--- src/rtl/eee_lpi_pkg.sv ---
package eee_lpi_pkg;
    typedef enum logic [1:0] {
        LPI_OFF    = 2'd0,
        LPI_ARMED  = 2'd1,
        LPI_ACTIVE = 2'd2
    } lpi_state_t;

    localparam int CTL_EN_BIT   = 16;
    localparam int CTL_PLS_BIT  = 17;
    localparam int CTL_AUTO_BIT = 19;
    localparam int CTL_TMR_BIT  = 20;
    localparam int ST_ENTER_BIT = 0;
    localparam int ST_EXIT_BIT  = 1;
    localparam int ST_ACT_BIT   = 2;
endpackage

--- src/rtl/eee_lpi_csr.sv ---
module eee_lpi_csr
    import eee_lpi_pkg::*;
#(
    parameter int IDLE_W = 16,
    parameter int HOLD_W = 10
) (
    input  logic              clk,
    input  logic              rst_n,
    input  logic              ctl_wr,
    input  logic [31:0]       ctl_wdata,
    input  logic              ctl_rd,
    input  logic              idle_wr,
    input  logic [IDLE_W-1:0] idle_wdata,
    input  logic              hold_wr,
    input  logic [HOLD_W-1:0] hold_wdata,
    input  logic              hw_clr_en,
    input  logic              ev_enter,
    input  logic              ev_exit,
    input  logic              lpi_active,
    output logic              en_q,
    output logic              pls_q,
    output logic              auto_q,
    output logic              tmr_q,
    output logic [IDLE_W-1:0] idle_lim,
    output logic [HOLD_W-1:0] hold_lim,
    output logic              flag_enter,
    output logic              flag_exit,
    output logic [31:0]       rdata
);
    // Enable bit: a software write takes precedence over the hardware clear.
    always_ff @(posedge clk or negedge rst_n) begin
        if (!rst_n) begin
            en_q <= 1'b0;
        end else if (ctl_wr) begin
            en_q <= ctl_wdata[CTL_EN_BIT];
        end else if (hw_clr_en) begin
            en_q <= 1'b0;
        end
    end

    always_ff @(posedge clk or negedge rst_n) begin
        if (!rst_n) begin
            pls_q  <= 1'b0;
            auto_q <= 1'b0;
            tmr_q  <= 1'b0;
        end else if (ctl_wr) begin
            pls_q  <= ctl_wdata[CTL_PLS_BIT];
            auto_q <= ctl_wdata[CTL_AUTO_BIT];
            tmr_q  <= ctl_wdata[CTL_TMR_BIT];
        end
    end

    always_ff @(posedge clk or negedge rst_n) begin
        if (!rst_n) begin
            idle_lim <= '0;
            hold_lim <= '0;
        end else begin
            if (idle_wr) idle_lim <= idle_wdata;
            if (hold_wr) hold_lim <= hold_wdata;
        end
    end

    // Sticky flags: a new event beats a clearing read in the same cycle.
    always_ff @(posedge clk or negedge rst_n) begin
        if (!rst_n) begin
            flag_enter <= 1'b0;
            flag_exit  <= 1'b0;
        end else begin
            if (ev_enter)    flag_enter <= 1'b1;
            else if (ctl_rd) flag_enter <= 1'b0;
            if (ev_exit)     flag_exit  <= 1'b1;
            else if (ctl_rd) flag_exit  <= 1'b0;
        end
    end

    always_comb begin
        rdata               = '0;
        rdata[CTL_EN_BIT]   = en_q;
        rdata[CTL_PLS_BIT]  = pls_q;
        rdata[CTL_AUTO_BIT] = auto_q;
        rdata[CTL_TMR_BIT]  = tmr_q;
        rdata[ST_ENTER_BIT] = flag_enter;
        rdata[ST_EXIT_BIT]  = flag_exit;
        rdata[ST_ACT_BIT]   = lpi_active;
    end
endmodule

--- src/rtl/eee_lpi_tickcnt.sv ---
// Saturating tick counter: restarts while 'restart' is high, and reports
// 'done' once it has reached the programmed limit.
module eee_lpi_tickcnt #(
    parameter int W = 16
) (
    input  logic         clk,
    input  logic         rst_n,
    input  logic         restart,
    input  logic         tick,
    input  logic [W-1:0] limit,
    output logic         done
);
    logic [W-1:0] cnt_q;

    always_ff @(posedge clk or negedge rst_n) begin
        if (!rst_n) begin
            cnt_q <= '0;
        end else if (restart) begin
            cnt_q <= '0;
        end else if (tick && (cnt_q < limit)) begin
            cnt_q <= cnt_q + 1'b1;
        end
    end

    assign done = !restart && (cnt_q >= limit);
endmodule

--- src/rtl/eee_lpi_fsm.sv ---
module eee_lpi_fsm
    import eee_lpi_pkg::*;
(
    input  logic clk,
    input  logic rst_n,
    input  logic en,
    input  logic auto_en,
    input  logic tmr_en,
    input  logic link_ok,
    input  logic idle_done,
    input  logic txq_empty,
    input  logic frame_req,
    input  logic fifo_flush,
    output logic wake,
    output logic lpi_req,
    output logic lpi_active,
    output logic go_enter,
    output logic go_exit,
    output logic clr_en
);
    lpi_state_t state_q, state_d;
    logic armed;
    logic quiet;
    logic entry_ok;

    assign armed    = en && auto_en;
    assign quiet    = txq_empty && !frame_req && !fifo_flush;
    assign wake     = !quiet;
    assign entry_ok = tmr_en ? (idle_done && quiet) : quiet;

    always_ff @(posedge clk or negedge rst_n) begin
        if (!rst_n) state_q <= LPI_OFF;
        else        state_q <= state_d;
    end

    always_comb begin
        state_d = state_q;
        clr_en  = 1'b0;
        unique case (state_q)
            LPI_OFF: begin
                if (armed) state_d = LPI_ARMED;
            end
            LPI_ARMED: begin
                if (!armed)                    state_d = LPI_OFF;
                else if (link_ok && entry_ok)  state_d = LPI_ACTIVE;
            end
            LPI_ACTIVE: begin
                if (!armed) begin
                    state_d = LPI_OFF;
                end else if (!link_ok) begin
                    state_d = LPI_ARMED;
                end else if (wake) begin
                    if (tmr_en) begin
                        state_d = LPI_ARMED;
                    end else begin
                        state_d = LPI_OFF;
                        clr_en  = 1'b1;
                    end
                end
            end
            default: state_d = LPI_OFF;
        endcase
    end

    always_comb begin
        lpi_active = (state_q == LPI_ACTIVE);
        lpi_req    = (state_q == LPI_ACTIVE) && (state_d == LPI_ACTIVE);
        go_enter   = (state_q != LPI_ACTIVE) && (state_d == LPI_ACTIVE);
        go_exit    = (state_q == LPI_ACTIVE) && (state_d != LPI_ACTIVE);
    end
endmodule

--- src/rtl/eee_txlpi_ctrl.sv ---
module eee_txlpi_ctrl #(
    parameter int IDLE_W = 16,
    parameter int HOLD_W = 10
) (
    input  logic              clk,
    input  logic              rst_n,
    input  logic              ctl_wr,
    input  logic [31:0]       ctl_wdata,
    input  logic              ctl_rd,
    output logic [31:0]       ctl_rdata,
    input  logic              idle_wr,
    input  logic [IDLE_W-1:0] idle_wdata,
    input  logic              hold_wr,
    input  logic [HOLD_W-1:0] hold_wdata,
    input  logic              txq_empty,
    input  logic              frame_req,
    input  logic              fifo_flush,
    input  logic              tick,
    output logic              lpi_req,
    output logic              lpi_active,
    output logic              evt_enter,
    output logic              evt_exit
);
    logic              en_q, pls_q, auto_q, tmr_q;
    logic [IDLE_W-1:0] idle_lim;
    logic [HOLD_W-1:0] hold_lim;
    logic              link_ok, idle_done;
    logic              go_enter, go_exit, clr_en, wake;
    logic              idle_restart;

    eee_lpi_csr #(.IDLE_W(IDLE_W), .HOLD_W(HOLD_W)) u_csr (
        .clk        (clk),
        .rst_n      (rst_n),
        .ctl_wr     (ctl_wr),
        .ctl_wdata  (ctl_wdata),
        .ctl_rd     (ctl_rd),
        .idle_wr    (idle_wr),
        .idle_wdata (idle_wdata),
        .hold_wr    (hold_wr),
        .hold_wdata (hold_wdata),
        .hw_clr_en  (clr_en),
        .ev_enter   (go_enter),
        .ev_exit    (go_exit),
        .lpi_active (lpi_active),
        .en_q       (en_q),
        .pls_q      (pls_q),
        .auto_q     (auto_q),
        .tmr_q      (tmr_q),
        .idle_lim   (idle_lim),
        .hold_lim   (hold_lim),
        .flag_enter (evt_enter),
        .flag_exit  (evt_exit),
        .rdata      (ctl_rdata)
    );

    // Link-status hold-off: runs while the link-status bit is set.
    eee_lpi_tickcnt #(.W(HOLD_W)) u_hold (
        .clk     (clk),
        .rst_n   (rst_n),
        .restart (!pls_q),
        .tick    (tick),
        .limit   (hold_lim),
        .done    (link_ok)
    );

    // Idle timer: runs only in timed mode and restarts on any activity.
    assign idle_restart = !(en_q && auto_q && tmr_q) || wake;

    eee_lpi_tickcnt #(.W(IDLE_W)) u_idle (
        .clk     (clk),
        .rst_n   (rst_n),
        .restart (idle_restart),
        .tick    (tick),
        .limit   (idle_lim),
        .done    (idle_done)
    );

    eee_lpi_fsm u_fsm (
        .clk        (clk),
        .rst_n      (rst_n),
        .en         (en_q),
        .auto_en    (auto_q),
        .tmr_en     (tmr_q),
        .link_ok    (link_ok),
        .idle_done  (idle_done),
        .txq_empty  (txq_empty),
        .frame_req  (frame_req),
        .fifo_flush (fifo_flush),
        .wake       (wake),
        .lpi_req    (lpi_req),
        .lpi_active (lpi_active),
        .go_enter   (go_enter),
        .go_exit    (go_exit),
        .clr_en     (clr_en)
    );
endmodule

--- config.mk ---
export PLATFORM = sky130hd
export DESIGN_NAME = eee_txlpi_ctrl
export DESIGN_NICKNAME = d
export VERILOG_FILES = /design/src/rtl/eee_lpi_pkg.sv /design/src/rtl/eee_lpi_csr.sv /design/src/rtl/eee_lpi_tickcnt.sv /design/src/rtl/eee_lpi_fsm.sv /design/src/rtl/eee_txlpi_ctrl.sv
export SDC_FILE = /design/constraint.sdc
export NUM_CORES = 1
export LEC_CHECK = 0
export ABC_AREA = 1
export BUFFER_PORTS_ARGS = -buffer_cell sky130_fd_sc_hd__buf_2
export CELL_PAD_IN_SITES_DETAIL_PLACEMENT = 1
export CELL_PAD_IN_SITES_GLOBAL_PLACEMENT = 2
export CORE_ASPECT_RATIO = 1.1
export CORE_MARGIN = 1.5
export CORE_UTILIZATION = 30
export CTS_BUF_LIST = sky130_fd_sc_hd__clkbuf_2
export DETAILED_ROUTE_END_ITERATION = 7
export PLACE_DENSITY_LB_ADDON = 0.1
export RECOVER_POWER = 25
export SLEW_MARGIN = 40
export SYNTH_ARGS = -nofsm -noshare
export SYNTH_HDL_FRONTEND = slang
export SYNTH_SLANG_ARGS = --single-unit
--- constraint.sdc ---
create_clock -name clk -period 2.5 [get_ports clk]
set_input_delay 0.125 -clock clk [delete_from_list [all_inputs] [get_ports clk]]
set_output_delay 0.125 -clock clk [all_outputs]
set_load 0.01 [all_outputs]
==> metrics.txt, run 1 <==
core outline area 0.0120 mm2; Buffers on Ports 50; Hold Path End u_fsm.state_q[0]; Initial DRT Pass Iterations 4; failing checks max-capacitance violations, max-slew violations; Min-Delay Startpoint fifo_flush; Synth Cell Area 0.00371 mm2; CTS tree done; worst skew pair latency 520 ps; CP max stage cell dfrtp_1; Worst Setup End Kind primary output; Tmin final 2340 ps; number of distinct library cells after synthesis 33; overall power 1.86 mW; Crit Path Category reg -> out; FP Rows 42; die span in y 120 um; Worst Skew 18.0 ps; RePlAce Congestion 0.759; Worst Tran Pin Value 1600 ps; asr flop ratio synth 100%; fmax 0.428 GHz; fin util 39.5%; peak supply drop 0.000151 V; status complete, but fails checks; Slew HR -6.62%; vias per cell 4.48; Setup violations, final 0; sequential area share after synthesis 40.5%; max cap viols 1; Starting DRT DRC Count 69; H-tree depth 3; hold-critical path depth 5; Worst Hold Class in -> reg; Longest Clk Path Bufs 2; Slowest Stage Delay on Critical Path 430 ps; CP Data Arrival Time 2210 ps; wire per inst 12.7 um; setup TNS 0 ps; Leakage 2.34 nW; Top cell by count, worst path nand4_1; synthesized instance count 469; startpoint types flop; detailed-route via count 3322; critical path peak fanout 3; GR Overflow Total 0; DIE WIDTH 109 um; largest net degree at the start of global routing 61; Required @ worst endpoint 2380 ps; CP Cell Sequence ha_1 -> nand2_1 -> nor2_1 -> nor3_2 -> nand4_1 -> nand2_2 -> inv_2 -> nand4_1 -> inv_1 -> buf_2; Clock Sinks 60; Reg2Reg Setup Slack 170 ps; area delta synth->final 28.0%; global-route wire length before repair 15800 um; die area 0.0130 mm2; antenna violations before repair 1; crit share post-route 93.5%; Seq cells post-synth 60; Routed WL 9440 um; Slew Limit Fails 61; Worst Reg2Reg Path Length in Cells 11; Mean Syn Cell Area 7.91 um2; number of synthesis warnings 0; Initial Util 30.8%; final layout net count 679; final hold violation count 0; overall routing resource usage 15.8%; DP HPWL 6590 um; Pwr per Cell Area 393 mW/mm2; Synth Flop Type dfrtp_1; reg-to-reg endpoint u_csr.en_q; Num CTS Buffers 9; Final ANT Viol Nets 0; Worst R2R Start u_hold.cnt_q[5]; # IOs 104; clock root buffer clkbuf_2; Reg clk slew, reported paths 170 ps; vias in the first global route 3467; share of layout cells above drive strength 1 16.5%; EDFF count, synth 0; drt drc 0
## worst max-delay path, delay by kind of cell (launching register included)
kind	cells	cell delay (ps)
AND/OR/NAND/NOR	6	760
adder cells (fa/ha/maj)	1	290
buffers and inverters	3	230
flip-flops	1	430
## logic make-up after synthesis
| logic type | count (synthesis) | share of synthesized area, % |
|---|---|---|
| and+or+nand+nor | 195 | 23.8 |
| AOI/OAI and AO/OA | 66 | 9.27 |
| xor gates and xnor gates | 7 | 1.65 |
| buffers and inverters | 109 | 14.4 |
| other | 1 | 0.101 |
| adders and majority gates | 28 | 9.44 |
| DFF | 60 | 40.5 |
| muxes | 3 | 0.910 |
## how the worst max path moves through the flow
stage	start	slack, ps	end
final	u_hold.cnt_q[9]	160	lpi_req
after global routing	u_hold.cnt_q[9]	-30	lpi_req
after CTS	u_hold.cnt_q[5]	3	lpi_req
after detailed placement	u_idle.cnt_q[15]	370	u_idle.cnt_q[7]
after global placement	u_idle.cnt_q[15]	400	u_idle.cnt_q[7]
after floorplan	u_idle.cnt_q[7]	750	u_idle.cnt_q[8]
## metrics by stage
step                setup WS, ps  instances  area [um2]  hold WS, ps
floorplan                    749        493        3800         -171
detailed placement           371        660        4000          176
global route               -25.6        742        4750         33.3
CTS                         3.10        735        4670        0.666
finish                       161        742        4750         32.4
global placement             404        660        4000          175
## per-layer routing
metal  GRT usage, %  part of all wire [%]
met3           3.20                   2.8
met4           6.99                   2.1
met2           27.8                    52
met5              0                     0
met1           18.1                    43
## what timing repair did
action / 4_1_cts / 5_1_grt
pin swaps: 0 / 7
hold endpoints to repair: 96 / 0
resized for setup: 5 / 10
setup buffers: 2 / 6
setup endpoints to repair: 1 / 2
hold buffers: 58 / 0
gates cloned: 0 / 0
## final cells by class
cell class | instances | area, um2
fill | 1521 | 7280
tap | 154 | 193
inverter | 70 | 263
timing repair buffer | 118 | 903
clock buffer | 10 | 50.0
antenna | 1 | 2.50
sequential | 60 | 1500
multi-input combinational | 324 | 1820
clock inverter | 5 | 20.0
## cell usage after synthesis (all sizes together) (2+ instances only)
cell | count | area [um2]
clkbuf | 5 | 18.8
mux2 | 3 | 33.8
a21oi | 15 | 75.1
xor2 | 6 | 52.6
o21ai | 45 | 225
nand2 | 106 | 413
nand4 | 10 | 62.6
buf | 34 | 253
nor4 | 2 | 12.5
dfrtp | 60 | 1500
ha | 28 | 350
nand3 | 21 | 110
o31ai | 3 | 22.5
nor2 | 38 | 163
inv | 70 | 263
nor3 | 15 | 96.4
## where the power goes
group          internal, mW  switching, mW
registers              1.02         0.0238
clock network         0.115          0.371
logic                 0.153          0.183
## flip-flops by register name (all words and copies together) (netlist names), 2 cells and up
signal	cells
u_fsm.state_q	2
u_hold.cnt_q	10
u_csr.idle_lim	16
u_csr.hold_lim	10
u_idle.cnt_q	16
## cells in the final DEF, fill, tap and decap left out, drive strengths merged, types with 15 or more instances in the layout
cell / n
a21oi: 15
buf: 59
conb: 25
dfrtp: 60
dlygate4sd3: 58
ha: 28
inv: 70
nand2: 106
nand3: 21
nor2: 38
nor3: 15
o21ai: 45
No activity file was read; power rests on OpenSTA's default activity.
==> run 2: changes to the inputs <==
CAP_MARGIN = 20   (was not set)
CORE_ASPECT_RATIO = 1.75   (was 1.1)
CORE_UTILIZATION = 31   (was 30)
SYNTH_HIERARCHICAL = 1   (was not set)
==> run 2 against run 1 <==
- the run ends with max-capacitance violations, max-slew violations, negative setup slack left
- first-iteration DRC count grew 32%
- core utilization increased by 2.0 points
- clock-buffer cell count unchanged
- maximum frequency fell by 7.0%
- die area rose by 10%
- critical endpoint unchanged
==> metrics.txt, run 2 <==
Routed WL 11700 um (was 9440 um); share of layout cells above drive strength 1 22.2% (was 16.5%); Synth Flop Type dfrtp_1 (unchanged); peak supply drop 0.000196 V (was 0.000151 V); Slew Limit Fails 29 (was 61); count leader, synth nand2_1 (unchanged); status complete, but fails checks (unchanged); Psw 635 uW (was 578 uW); fin util 41.5% (was 39.5%); biggest area consumer among synthesized cells dfrtp_1 (unchanged); Buffers on Ports 50 (unchanged); max cap viols 1 (unchanged); vias in the first global route 4168 (was 3467); Flop pwr share 48.6% (was 55.9%); clock root buffer clkbuf_2 (unchanged); worst skew pair latency 530 ps (was 520 ps); drt drc 0 (unchanged); DIE WIDTH 91.2 um (was 109 um); FF/Latch Area 0.00151 mm2 (was 0.00150 mm2); Worst Skew 34.0 ps (was 18.0 ps); commonest non-fill, non-tap cell in the layout nand2_1 (unchanged); overall routing resource usage 17.0% (was 15.8%); antenna violations before repair 1 (unchanged); setup ws final -13.4 ps (was 161 ps); Switching Share 29.3% (was 31.0%); cell internal pwr 1.53 mW (was 1.29 mW); Leakage 2.92 nW (was 2.34 nW); critical path peak fanout 4 (was 3); RePlAce Congestion 0.776 (was 0.759); die area 0.0144 mm2 (was 0.0130 mm2); Mean Syn Cell Area 7.41 um2 (was 7.91 um2); Crit Path Category reg -> out (unchanged); Starting DRT DRC Count 91 (was 69); core outline area 0.0134 mm2 (was 0.0120 mm2); clock share of power 32.9% (was 26.1%); Comb power frac 18.4% (was 18.0%); number of distinct library cells after synthesis 38 (was 33); Seq cells post-synth 60 (unchanged); Worst Hold Class in -> reg (unchanged); Num CTS Buffers 9 (unchanged); area delta synth->final 31.6% (was 28.0%); Initial DRT Pass Iterations 4 (unchanged); Pwr per Cell Area 390 mW/mm2 (was 393 mW/mm2); fmax 0.398 GHz (was 0.428 GHz); die span in y 157 um (was 120 um); DP HPWL 8060 um (was 6590 um); Commonest cells post-synth nand2_1 (157), inv_1 (97), dfrtp_1 (60), nor2_1 (41), nand3_1 (36) (was nand2_1 (104), inv_1 (69), dfrtp_1 (60), o21ai_0 (43), nor2_1 (34)); Hold WS 63.4 ps (was 32.4 ps); asr flop ratio synth 100% (unchanged); wire per inst 13.2 um (was 12.7 um); Area contributors post-synth dfrtp_1 (36%), nand2_1 (14%), inv_1 (8.6%) (was dfrtp_1 (40%), nand2_1 (11%), ha_1 (9.4%)); Slew HR -19.3% (was -6.62%); CTS tree done (unchanged); Clock Sinks 60 (unchanged); Tmin final 2510 ps (was 2340 ps); most frequent cells in the layout nand2_1 (150), inv_1 (92), dlygate4sd3_1 (63), dfrtp_1 (55), buf_2 (49) (was nand2_1 (101), inv_1 (67), dfrtp_1 (59), dlygate4sd3_1 (58), buf_2 (50)); GR Overflow Total 0 (unchanged); H-tree depth 3 (unchanged); global-route wire length before repair 19100 um (was 15800 um); fillcell total 1695 (was 1521); # IOs 104 (unchanged); EDFF count, synth 0 (unchanged); crit share post-route 101% (was 93.5%); Initial Util 31.6% (was 30.8%); Worst Tran Pin Value 1790 ps (was 1600 ps); Required @ worst endpoint 2380 ps (about the same); final layout net count 798 (was 679); number of synthesis warnings 6 (was 0); unrepaired setup endpoints after global routing yes; startpoint types flop (unchanged); FP Rows 56 (was 42); detailed-route via count 3917 (was 3322); largest net degree at the start of global routing 34 (was 61); sequential area share after synthesis 35.6% (was 40.5%); final hold violation count 0 (unchanged); Setup violations, final 1 (was 0); Longest Clk Path Bufs 2 (unchanged); Top Registers u_csr/idle_lim x16, u_idle/cnt_q x16 (was u_csr.idle_lim x16, u_idle.cnt_q x16); Worst Setup End Kind primary output (unchanged); CP Data Arrival Time 2390 ps (was 2210 ps); multi-input logic area 0.00222 mm2 (was 0.00182 mm2); failing checks max-capacitance violations, max-slew violations, negative setup slack (was max-capacitance violations, max-slew violations); Final ANT Viol Nets 0 (unchanged); Synth Cell Area 0.00422 mm2 (was 0.00371 mm2); Synth top area share 35.6% (was 40.5%); Reg clk slew, reported paths 210 ps (was 170 ps); synthesized instance count 570 (was 469); vias per cell 4.44 (was 4.48)
run 2: cell types whose count changed after synthesis, moves of 6 or more:
cell,change
nand2_1,+53
inv_1,+28
nand3_1,+16
o21ai_0,-13
a21oi_1,-8
nand2_2,+8
nor3_1,-8
nor2_1,+7
buf_6,+6
run 2: cells by family after synthesis:
logic type / synth area share, %
other: 0.0888
adder cells (fa/ha/maj): 8.30
flip-flops: 35.6
buffers and inverters: 17.5
AND/OR/NAND/NOR: 29.3
XOR/XNOR: 1.87
AO/OA/AOI/OAI: 7.32
run 2: power by group through the flow:
| stage | Sequential [mW] | Clock, mW | Combinational (mW) |
|---|---|---|---|
| 2_1_floorplan | 1.06 | 0 | 0.219 |
| 3_3_place_gp | 1.07 | 0 | 0.268 |
| 3_5_place_dp | 1.07 | 0 | 0.277 |
| 4_1_cts | 1.05 | 0.755 | 0.382 |
| 5_1_grt | 1.06 | 0.793 | 0.457 |
| 6_report | 1.05 | 0.713 | 0.399 |
run 2: worst max-delay path, cell delays in order (launching register included):
cell and delay [ps]:
dfrtp_1 420, inv_2 60, ha_4 270, nand2_4 60, nor2_4 150, a21boi_4 210, nor2_4 60, nand2_2 90
nand2_2 60, inv_2 90, nand3_2 80, nor2_2 110, nand2_2 70, inv_2 50, buf_6 90
run 2: final timing paths:
kind,start,to,slack [ps],cells past startpoint
max,u_csr/hold_lim[8],lpi_req,-10,14
min,idle_wr,u_csr/idle_lim[15],60,3
min reg2reg,u_csr/idle_lim[10],u_csr/idle_lim[10],530,2
min in group asynchronous,rst_n,u_csr/hold_lim[9],570,2
max reg2reg,u_csr/hold_lim[8],u_hold/cnt_q[4],100,15
max in group asynchronous,rst_n,u_csr/idle_lim[10],310,3
run 2: cell type report:
class,count,share of cell area (%)
Tap cell,174,3.92
Timing Repair Buffer,142,19.8
Clock inverter,6,1.42
Antenna cell,1,0.0450
Multi-Input combinational cell,388,39.9
Sequential cell,60,27.1
Clock buffer,10,0.901
Inverter,101,6.82
run 2: repair_timing:
action	4_1_cts	5_1_grt
pin swaps	11	9
hold endpoints to repair	64	0
gates resized for setup	24	12
hold buffers	63	0
endpoints found under the setup margin	1	10
setup buffers	15	6
run 2: through the flow:
| step | TNS, ps | cell area (um2) | total power, mW | cells | setup WS [ps] |
|---|---|---|---|---|---|
| final | -13.4 | 5560 | 2.17 | 882 | -13.4 |
| after global placement | 0 | 4490 | 1.34 | 781 | 246 |
| after global routing | -2700 | 5560 | 2.31 | 882 | -180 |
| after CTS | -105 | 5460 | 2.19 | 875 | -105 |
| after detailed placement | 0 | 4490 | 1.35 | 781 | 204 |
| after floorplan | 0 | 4310 | 1.28 | 594 | 600 |
run 2: routing by layer:
layer,GRT usage [%],part of all wire (%)
met1,15.9,37
met2,35.3,59
met3,2.17,1.3
met4,7.66,2.4
met5,0,0
==> run 3: changes to the inputs <==
--- a/constraint.sdc
+++ b/constraint.sdc
@@ -3,2 +3,2 @@
 set_output_delay 0.125 -clock clk [all_outputs]
-set_load 0.01 [all_outputs]
+set_load 0.02 [all_outputs]
==> run 3 against run 2 <==
- flip-flop and latch count stayed put
- sequential share of layout area is 0.45 points higher
- critical endpoint unchanged
- global-route usage is 0.43 points higher
- design area is 1.7% lower
- combinational power hardly changed
- clock-buffer cell count stayed put
- maximum frequency is 1.2% higher
- the flow finishes with violations (max-capacitance violations, max-slew violations)
- clock power is 2% higher
- core utilization is 0.71 points lower
- cell count is 1.1% lower
- critical path type unchanged
==> metrics.txt, run 3 (synthesized netlist as in run 2, its figures left out) <==
status complete, but fails checks (unchanged); failing checks max-capacitance violations, max-slew violations (was max-capacitance violations, max-slew violations, negative setup slack); vias per cell 4.41 (was 4.44); max cap viols 1 (unchanged); Initial Util 31.6% (unchanged); startpoint types flop (unchanged); critical path peak fanout 4 (unchanged); delay-heaviest family, CP simple AND/OR/NAND/NOR gates (unchanged); Initial DRT Pass Iterations 4 (unchanged); commonest non-fill, non-tap cell in the layout nand2_1 (unchanged); detailed-route via count 3845 (was 3917); CTS tree done (unchanged); CP max stage cell dfrtp_1 (unchanged); peak supply drop 0.000247 V (was 0.000196 V); core outline area 0.0134 mm2 (unchanged); Tmin final 2480 ps (was 2510 ps); global-route wire length before repair 19600 um (was 19100 um); setup ws final 17.3 ps (was -13.4 ps); Slew Limit Fails 29 (unchanged); Worst Skew 37.8 ps (was 34.0 ps); largest net degree at the start of global routing 34 (unchanged); worst slack at placement 199 ps (was 204 ps); Worst Setup End Kind primary output (unchanged); unrepaired setup endpoints after global routing yes (unchanged); fin util 40.8% (was 41.5%); Starting DRT DRC Count 106 (was 91); clock root buffer clkbuf_2 (unchanged); share of layout cells above drive strength 1 20.8% (was 22.2%); Longest Clk Path Bufs 2 (unchanged); Required @ worst endpoint 2380 ps (about the same); Buffers on Ports 50 (unchanged); worst path buffer plus inverter count 4 (unchanged); # IOs 104 (unchanged); Final ANT Viol Nets 0 (unchanged); Pwr per Cell Area 399 mW/mm2 (was 390 mW/mm2); fillcell total 1697 (was 1695); worst skew pair latency 530 ps (about the same); die span in y 157 um (unchanged); wire per inst 13.2 um (about the same); FP Rows 56 (unchanged); die area 0.0144 mm2 (unchanged); RePlAce Congestion 0.778 (was 0.776); drt drc 0 (unchanged); fmax 0.403 GHz (was 0.398 GHz); Reg clk slew, reported paths 210 ps (about the same); Slowest Stage Delay on Critical Path 410 ps (was 420 ps); Clock Sinks 60 (unchanged); Worst Hold Class in -> reg (unchanged); overall power 2.18 mW (was 2.17 mW); antenna violations before repair 1 (unchanged); area delta synth->final 29.3% (was 31.6%); Slew HR -16.5% (was -19.3%); DP HPWL 8170 um (was 8060 um); GR Overflow Total 0 (unchanged); DIE WIDTH 91.2 um (unchanged); Num CTS Buffers 9 (unchanged); Routed WL 11500 um (was 11700 um); overall routing resource usage 17.4% (was 17.0%); Leakage 2.87 nW (was 2.92 nW); final hold violation count 0 (unchanged); Crit Path Category reg -> out (unchanged); CP Cell Sequence inv_2 -> ha_4 -> nand2_4 -> nor2_4 -> a21boi_4 -> nor2_4 -> nand2_2 -> nand2_2 -> inv_2 -> nand3_2 -> nor2_2 -> nand2_2 -> inv_2 -> buf_6 (unchanged); Worst Tran Pin Value 1750 ps (was 1790 ps); H-tree depth 3 (unchanged); most frequent cells in the layout nand2_1 (152), inv_1 (91), dlygate4sd3_1 (63), dfrtp_1 (56), buf_2 (49) (was nand2_1 (150), inv_1 (92), dlygate4sd3_1 (63), dfrtp_1 (55), buf_2 (49)); crit share post-route 99.3% (was 101%); CP Data Arrival Time 2360 ps (was 2390 ps); Setup violations, final 0 (was 1); vias in the first global route 4261 (was 4168); Top Registers u_csr/idle_lim x16, u_idle/cnt_q x16 (unchanged); final layout net count 788 (was 798)
## run 3: cell count changes in the layout (fill, tap and decap cells not counted)
cell and change:
buf_4 -10, dfrtp_1 +1, nand2_2 -2, nand4_4 -1, dfrtp_2 -1, nor2_4 -1, nor2_2 +1, nand2_1 +2
inv_2 +1, nand4_2 +1, inv_1 -1
## run 3: stage by stage
| stage | std cells | cell area [um2] | hold WS [ps] | setup TNS [ps] |
|---|---|---|---|---|
| finish | 872 | 5460 | 47.3 | 0 |
| global route | 872 | 5460 | 53.3 | -3460 |
| CTS | 870 | 5450 | 15.1 | -68.6 |
| detailed placement | 781 | 4490 | 255 | 0 |
| global placement | 781 | 4490 | 254 | 0 |
| floorplan | 594 | 4310 | -171 | 0 |
## run 3: worst paths after layout
check	end	cells after the start	slack, ps	startpoint
hold reg to reg	u_csr/idle_lim[15]	2	530	u_csr/idle_lim[15]
setup / recovery	lpi_req	14	20	u_csr/hold_lim[9]
setup reg to reg	u_csr/flag_enter	12	290	u_idle/cnt_q[11]
hold / removal	u_fsm/state_q[0]	7	50	frame_req
min in group asynchronous	u_csr/hold_lim[8]	2	540	rst_n
max in group asynchronous	u_csr/idle_lim[10]	3	340	rst_n
## run 3: final cells by class
| type | instances | area (um2) | area share, % |
|---|---|---|---|
| Inverter | 101 | 379 | 6.94 |
| Tap cell | 174 | 218 | 3.99 |
| Clock buffer | 10 | 50.0 | 0.917 |
| Multi-Input combinational cell | 388 | 2200 | 40.3 |
| Timing Repair Buffer | 132 | 1030 | 18.8 |
| Sequential cell | 60 | 1510 | 27.6 |
| Antenna cell | 1 | 2.50 | 0.0458 |
| Clock inverter | 6 | 78.8 | 1.44 |
## run 3: power breakdown
part | internal (mW) | switching [mW]
logic | 0.174 | 0.227
clock network | 0.327 | 0.396
registers | 1.02 | 0.0352
total | 1.52 | 0.658
## run 3: repair_timing
action	CTS	global route
endpoints found under the setup margin	1	1
endpoints found under the hold margin	64	0
setup buffers	10	1
pin swaps	9	7
hold buffers	63	0
resized for setup	29	4
## run 3: worst min-delay path, stage by stage
cell and delay (ps):
buf_2 80, inv_2 30, nand3_1 110, nand2_1 60, nand2_1 50, nand2_1 40, nand2_1 50
## run 3: metal layers
metal,share of wire [%],GRT usage [%]
met4,1.9,7.29
met1,37,16.5
met2,60,36.1
met5,0,0
met3,1.8,2.32
